<file path="src/rtl/irqc_pkg.sv">
`timescale 1ns/1ps
package irqc_pkg;

    typedef enum logic [1:0] {
        STEP_RUN  = 2'd0,
        STEP_BASE = 2'd1,
        STEP_CASC = 2'd2
    } init_step_e;

    typedef enum logic [1:0] {
        EOI_NONE   = 2'd0,
        EOI_LOWEST = 2'd1,
        EOI_INDEX  = 2'd2
    } eoi_kind_e;

endpackage

</file>
<file path="src/rtl/irqc_edge.sv">
`timescale 1ns/1ps
module irqc_edge #(
    parameter int N = 8
) (
    input  logic         clk,
    input  logic         rst_n,
    input  logic [N-1:0] lines,
    output logic [N-1:0] rise
);
    logic [N-1:0] prev_d, prev_q;

    always_comb begin
        prev_d = lines;
        rise   = lines & ~prev_q;
    end

    always_ff @(posedge clk or negedge rst_n) begin
        if (!rst_n) prev_q <= '0;
        else        prev_q <= prev_d;
    end
endmodule

</file>
<file path="src/rtl/irqc_cfg.sv">
`timescale 1ns/1ps
module irqc_cfg
    import irqc_pkg::*;
#(
    parameter int N  = 8,
    parameter int DW = 8,
    localparam int IDX_W = $clog2(N)
) (
    input  logic             clk,
    input  logic             rst_n,
    input  logic             wr_en,
    input  logic             addr,
    input  logic [DW-1:0]    wr_data,
    output logic [N-1:0]     mask,
    output logic [DW-1:0]    base,
    output logic             aeoi,
    output logic             sel_pend,
    output eoi_kind_e        eoi_kind,
    output logic [IDX_W-1:0] eoi_idx
);
    typedef struct packed {
        logic [N-1:0]  mask;
        logic [DW-1:0] base;
        logic          aeoi;
        logic          sel_pend;
        logic          want4;
        init_step_e    step;
    } cfg_t;

    cfg_t cfg_d, cfg_q;

    always_comb begin
        cfg_d    = cfg_q;
        eoi_kind = EOI_NONE;
        eoi_idx  = wr_data[IDX_W-1:0];
        if (wr_en && !addr) begin
            if (wr_data[4]) begin
                cfg_d.want4 = wr_data[0];
                cfg_d.step  = STEP_BASE;
            end else if (wr_data[3]) begin
                cfg_d.sel_pend = wr_data[0];
            end else if (wr_data[7:5] == 3'b001) begin
                eoi_kind = EOI_LOWEST;
            end else if (wr_data[7:5] == 3'b011) begin
                eoi_kind = EOI_INDEX;
            end
        end else if (wr_en && addr) begin
            case (cfg_q.step)
                STEP_BASE: begin
                    cfg_d.base = wr_data;
                    cfg_d.step = STEP_CASC;
                end
                STEP_CASC: cfg_d.step = STEP_RUN;
                default: begin
                    if (cfg_q.want4) begin
                        cfg_d.aeoi  = wr_data[1];
                        cfg_d.want4 = 1'b0;
                    end else begin
                        cfg_d.mask = wr_data[N-1:0];
                    end
                end
            endcase
        end
    end

    always_ff @(posedge clk or negedge rst_n) begin
        if (!rst_n) begin
            cfg_q.mask     <= '1;
            cfg_q.base     <= '0;
            cfg_q.aeoi     <= 1'b1;
            cfg_q.sel_pend <= 1'b1;
            cfg_q.want4    <= 1'b0;
            cfg_q.step     <= STEP_RUN;
        end else begin
            cfg_q <= cfg_d;
        end
    end

    assign mask     = cfg_q.mask;
    assign base     = cfg_q.base;
    assign aeoi     = cfg_q.aeoi;
    assign sel_pend = cfg_q.sel_pend;

    p_init_start_r7: assert property (@(posedge clk) disable iff (!rst_n)
        (wr_en && !addr && wr_data[4]) |=> (cfg_q.step == STEP_BASE));

    p_mask_load_r3: assert property (@(posedge clk) disable iff (!rst_n)
        (wr_en && addr && cfg_q.step == STEP_RUN && !cfg_q.want4)
        |=> (mask == $past(wr_data[N-1:0])));
endmodule

</file>
<file path="src/rtl/irqc_resolver.sv">
`timescale 1ns/1ps
module irqc_resolver #(
    parameter int N = 8,
    localparam int IDX_W = $clog2(N)
) (
    input  logic [N-1:0]     pend,
    input  logic [N-1:0]     insvc,
    input  logic [N-1:0]     mask,
    output logic             req,
    output logic [IDX_W-1:0] win
);
    logic [N-1:0]     live;
    logic [IDX_W-1:0] svc_low;

    always_comb begin
        live    = pend & ~mask;
        win     = '0;
        svc_low = '0;
        for (int i = N - 1; i >= 0; i--) begin
            if (live[i])  win     = IDX_W'(i);
            if (insvc[i]) svc_low = IDX_W'(i);
        end
        req = (live != '0) && !((insvc != '0) && (svc_low <= win));
    end
endmodule

</file>
<file path="src/rtl/irq_prio_ctrl.sv">
`timescale 1ns/1ps
module irq_prio_ctrl
    import irqc_pkg::*;
#(
    parameter int N  = 8,
    parameter int DW = 8,
    localparam int IDX_W = $clog2(N)
) (
    input  logic          clk,
    input  logic          rst_n,
    input  logic [N-1:0]  irq_in,
    input  logic          wr_en,
    input  logic          addr,
    input  logic [DW-1:0] wr_data,
    output logic [DW-1:0] rd_data,
    output logic          int_out,
    input  logic          int_ack,
    output logic [DW-1:0] vec_out
);
    typedef struct packed {
        logic [N-1:0] pend;
        logic [N-1:0] insvc;
    } core_t;

    core_t            core_d, core_q;
    logic [N-1:0]     rise, mask;
    logic [DW-1:0]    base;
    logic             aeoi, sel_pend, ack_go;
    eoi_kind_e        eoi_kind;
    logic [IDX_W-1:0] eoi_idx, win;
    logic [N-1:0]     ack_bit, eoi_clr;

    irqc_edge #(.N(N)) u_edge (
        .clk(clk), .rst_n(rst_n), .lines(irq_in), .rise(rise)
    );

    irqc_cfg #(.N(N), .DW(DW)) u_cfg (
        .clk(clk), .rst_n(rst_n), .wr_en(wr_en), .addr(addr),
        .wr_data(wr_data), .mask(mask), .base(base), .aeoi(aeoi),
        .sel_pend(sel_pend), .eoi_kind(eoi_kind), .eoi_idx(eoi_idx)
    );

    irqc_resolver #(.N(N)) u_res (
        .pend(core_q.pend), .insvc(core_q.insvc), .mask(mask),
        .req(int_out), .win(win)
    );

    always_comb begin
        ack_go  = int_ack && int_out;
        ack_bit = ack_go ? (N'(1) << win) : '0;
        case (eoi_kind)
            EOI_LOWEST: eoi_clr = core_q.insvc & ~(core_q.insvc - N'(1));
            EOI_INDEX:  eoi_clr = N'(1) << eoi_idx;
            default:    eoi_clr = '0;
        endcase
        core_d.pend  = (core_q.pend & ~ack_bit) | rise;
        core_d.insvc = (core_q.insvc & ~eoi_clr) | (aeoi ? '0 : ack_bit);
        vec_out = base | DW'(win);
        if (addr)          rd_data = DW'(mask);
        else if (sel_pend) rd_data = DW'(core_q.pend);
        else               rd_data = DW'(core_q.insvc);
    end

    always_ff @(posedge clk or negedge rst_n) begin
        if (!rst_n) core_q <= '0;
        else        core_q <= core_d;
    end

    logic [N-1:0] upto_win;
    always_comb begin
        for (int i = 0; i < N; i++) upto_win[i] = (i <= int'(win));
    end

    p_unmasked_only_r4: assert property (@(posedge clk) disable iff (!rst_n)
        int_out |-> ((core_q.pend & ~mask) != '0));

    p_svc_blocks_r5: assert property (@(posedge clk) disable iff (!rst_n)
        int_out |-> ((core_q.insvc & upto_win) == '0));

    p_ack_clears_r6: assert property (@(posedge clk) disable iff (!rst_n)
        ack_go |=> ((core_q.pend & $past(ack_bit & ~rise)) == '0));

    p_aeoi_no_gain_r6: assert property (@(posedge clk) disable iff (!rst_n)
        aeoi |=> ((core_q.insvc & ~$past(core_q.insvc)) == '0));
endmodule

</file>
<file path="config.mk">
export PLATFORM = sky130hd
export DESIGN_NAME = irq_prio_ctrl
export DESIGN_NICKNAME = d
export VERILOG_FILES = /design/src/rtl/irqc_pkg.sv /design/src/rtl/irqc_edge.sv /design/src/rtl/irqc_cfg.sv /design/src/rtl/irqc_resolver.sv /design/src/rtl/irq_prio_ctrl.sv
export SDC_FILE = /design/constraint.sdc
export NUM_CORES = 1
export LEC_CHECK = 0
export BUFFER_PORTS_ARGS = -buffer_cell sky130_fd_sc_hd__buf_4
export CORE_UTILIZATION = 35
export DETAILED_ROUTE_END_ITERATION = 8
export PLACE_DENSITY = 0.66
export SYNTH_ARGS = -nofsm -noshare
export SYNTH_HDL_FRONTEND = slang
export SYNTH_HIERARCHICAL = 1
export SYNTH_SLANG_ARGS = --single-unit
</file>
<file path="constraint.sdc">
create_clock -name clk -period 2.34 [get_ports clk]
set_input_delay 0.468 -clock clk [delete_from_list [all_inputs] [get_ports clk]]
set_output_delay 0.468 -clock clk [all_outputs]
set_load 0.05 [all_outputs]
</file>
==> metrics.csv <==
metric,value,unit
outcome,finished with violations,
violations,setup timing,
fmaxAchievable,371.2,MHz
grt_max_degree,46,
routed.top_layer,met4,
finalCriticalPeriod,2.694,ns
groute.usage.overall,0.1820,
core-area,0.007408,mm2
p_seq_frac,0.254,
diodes,0,
grt_pass1_vias,2247,
synth_ff_type,dfrtp_1,
clkPwrFrac,0.108,
fin_crit_sh,1.151,
finalPower,4.946,mW
p_int,2.806,mW
hold_viol,0,
clock_latency,0.31,ns
rsz0062_at_grt,yes,
cp_max_fo,5,
cap_violations,0,
p_per_area,1313,mW/mm2
setup_slack,-0.3541,ns
dr.pass1.iters,6,
placed_cell_area,0.003331,mm2
io_buffers,37,
place_ws,-0.1679,ns
vdd_ir_drop_max,665.4,uV
synth_area_per_cell,10.31,um2
worst_slew_pin_slew,0.5677,ns
finish.utilization,0.5084,
initialDrtViolationCount,126,
fin_area,0.003766,mm2
p_sw,2.140,mW
start_kind,flip-flop,
cts_buffer_depth,2,
grt_first_pass_wirelength,11630,um
fillers,644,
endpoint_kind,output port,
ios,38,
cts_max_level,2,
path_class,reg -> out,
ys_warn_count,6,
grt_overflow,0,
arrival,2.23,ns
clk_pin_slew,0.10,ns
met2WireLength,3376,um
synth-edff-count,0,
cts_tree,yes,
drc_errors,0,
rrSetupSlack,-0.28,ns
sw_frac_of_total,0.4326,
hold-worst-slack,0.1390,ns
syn_nets,293,
hp-class,in -> async,
design.die.area,0.008161,mm2
met1_length,3126,um
wl,6871,um
ff_latch_area,0.001140,mm2
syn_inst,265,
wl_met3,281,um
ant_nets,0,
p_leak,1.621,nW
post_route_cells_drive_above_1_share,0.5238,
dp_hpwl,4952,um
die_w,90.34,um
synthArstFlopShare,1.000,
gp_congestion,0.8649,
ys_seq_area_frac,0.4169,
drt-vias-per-instance,5.131,
num_rows,31,
comb_power_share,0.638,
multi_input_area,0.001627,mm2
cts_buffers,5,
syn_area,0.002731,mm2
final_nets,363,
relSlewSlack,0.6215,
wl_per_cell,15.80,um
die_y,90.34,um
setup_viol,16,
synth.distinct_cells,48,
synth-seq-cells,45,
cts_root_buffer,clkbuf_8,
clkSinkCount,45,
syn_to_final_growth,37.88,%
clock_skew,0.009085,ns
vias,2232,
critical_path_required,1.87,ns
slew_viol_final,0,
initial_core_util,0.3687,
antenna_found_initial,0,
## cell usage in the layout, fill, tap and decap left out, types with 4 or more instances in the layout
cell type   n
mux2_2     16
dfrtp_1    34
nor2b_1     5
o21ai_0     8
nand2_1    21
nand2b_4    7
buf_6       9
inv_1      12
ha_1        5
dfstp_2    10
buf_4      75
nor2b_4     8
o21ai_2     4
a21oi_1     5
mux2i_1     8
nand2b_1   10
o21ai_1    15
clkbuf_8    5
nor2_1      6
## layer usage
layer | vias up | global-route usage
li1 | 1066 | -
met1 | 1098 | 0.2403
met2 | 61 | 0.2952
met3 | 7 | 0.03704
met4 | 0 | 0.06452
met5 | - | 0
## critical path, stage by stage, from the launching register on
cell and delay, ns:
dfrtp_1 0.48, nor3_1 0.24, nor3_1 0.08, nor3_2 0.23
ha_4 0.26, a211oi_2 0.21, a2bb2oi_2 0.21, a21oi_4 0.06
buf_6 0.15
## cells by family after synthesis
logic type	share of synthesized area
mux	0.09528
fa+ha+maj	0.03206
flops	0.4169
buf+inv	0.08429
simple gates	0.2396
compound gates	0.1319
## power by group through the flow
stage                     Combinational (mW)  Sequential [mW]  Clock [mW]
after floorplan                         1.76             1.20           0
after global placement                  2.32             1.25           0
after detailed placement                2.35             1.26           0
after CTS                               3.03             1.25       0.554
after global routing                    3.35             1.29       0.590
final                                   3.16             1.26       0.532
## final timing paths
| path | endpoint | cells past startpoint | from |
|---|---|---|---|
| max in group asynchronous | core_q[14] | 1 | rst_n |
| hold / removal | u_cfg/base[7] | 1 | rst_n |
| min in group clk | u_edge/prev_q[0] | 1 | irq_in[0] |
| setup reg to reg | core_q[5] | 12 | core_q[5] |
| hold reg to reg | u_cfg/base[6] | 2 | u_cfg/base[6] |
| setup / recovery | int_out | 8 | core_q[5] |
## what timing repair did
action                     CTS  global route
gates resized for setup     40            16
buffers inserted            13             3
setup endpoints to repair   18            20
hold buffers                 0             0
pin swaps                   13             7
## sequential cells by signal (all words and copies together) (netlist names)
name and count:
core_q 16, u_cfg/mask 8, u_edge/prev_q 8, u_cfg/base 8, u_cfg/cfg_q 3, u_cfg/sel_pend 1
u_cfg/aeoi 1
## cell type report
cell class	count	share of cell area
Sequential cell	45	0.3027
Inverter	13	0.01296
Tap cell	99	0.03289
Timing Repair Buffer	88	0.1937
Clock inverter	3	0.007641
Clock buffer	5	0.01827
Multi-Input combinational cell	182	0.4319
## synthesized netlist by cell type (4+ instances only)
| cell | n | share of area |
|---|---|---|
| inv_1 | 13 | 0.018 |
| dfstp_2 | 10 | 0.096 |
| ha_1 | 7 | 0.032 |
| mux2_2 | 16 | 0.066 |
| dfrtp_1 | 35 | 0.32 |
| mux2i_1 | 8 | 0.029 |
| buf_4 | 19 | 0.052 |
| nand2b_1 | 16 | 0.037 |
| nor2b_4 | 8 | 0.040 |
| nand2_1 | 23 | 0.032 |
| nand3_1 | 4 | 0.0073 |
| o21ai_0 | 28 | 0.051 |
| nor3_1 | 5 | 0.0092 |
| nor2_1 | 9 | 0.012 |
| a21oi_1 | 6 | 0.011 |
| nor2b_1 | 5 | 0.011 |
## stage by stage
step | TNS [ns] | cells
4_1_cts | -3.305 | 434
6_report | -3.274 | 435
3_5_place_dp | -1.215 | 415
3_3_place_gp | -0.6522 | 415
5_1_grt | -5.140 | 435
2_1_floorplan | -2.564 | 265
(Power assumes the default switching activity.)
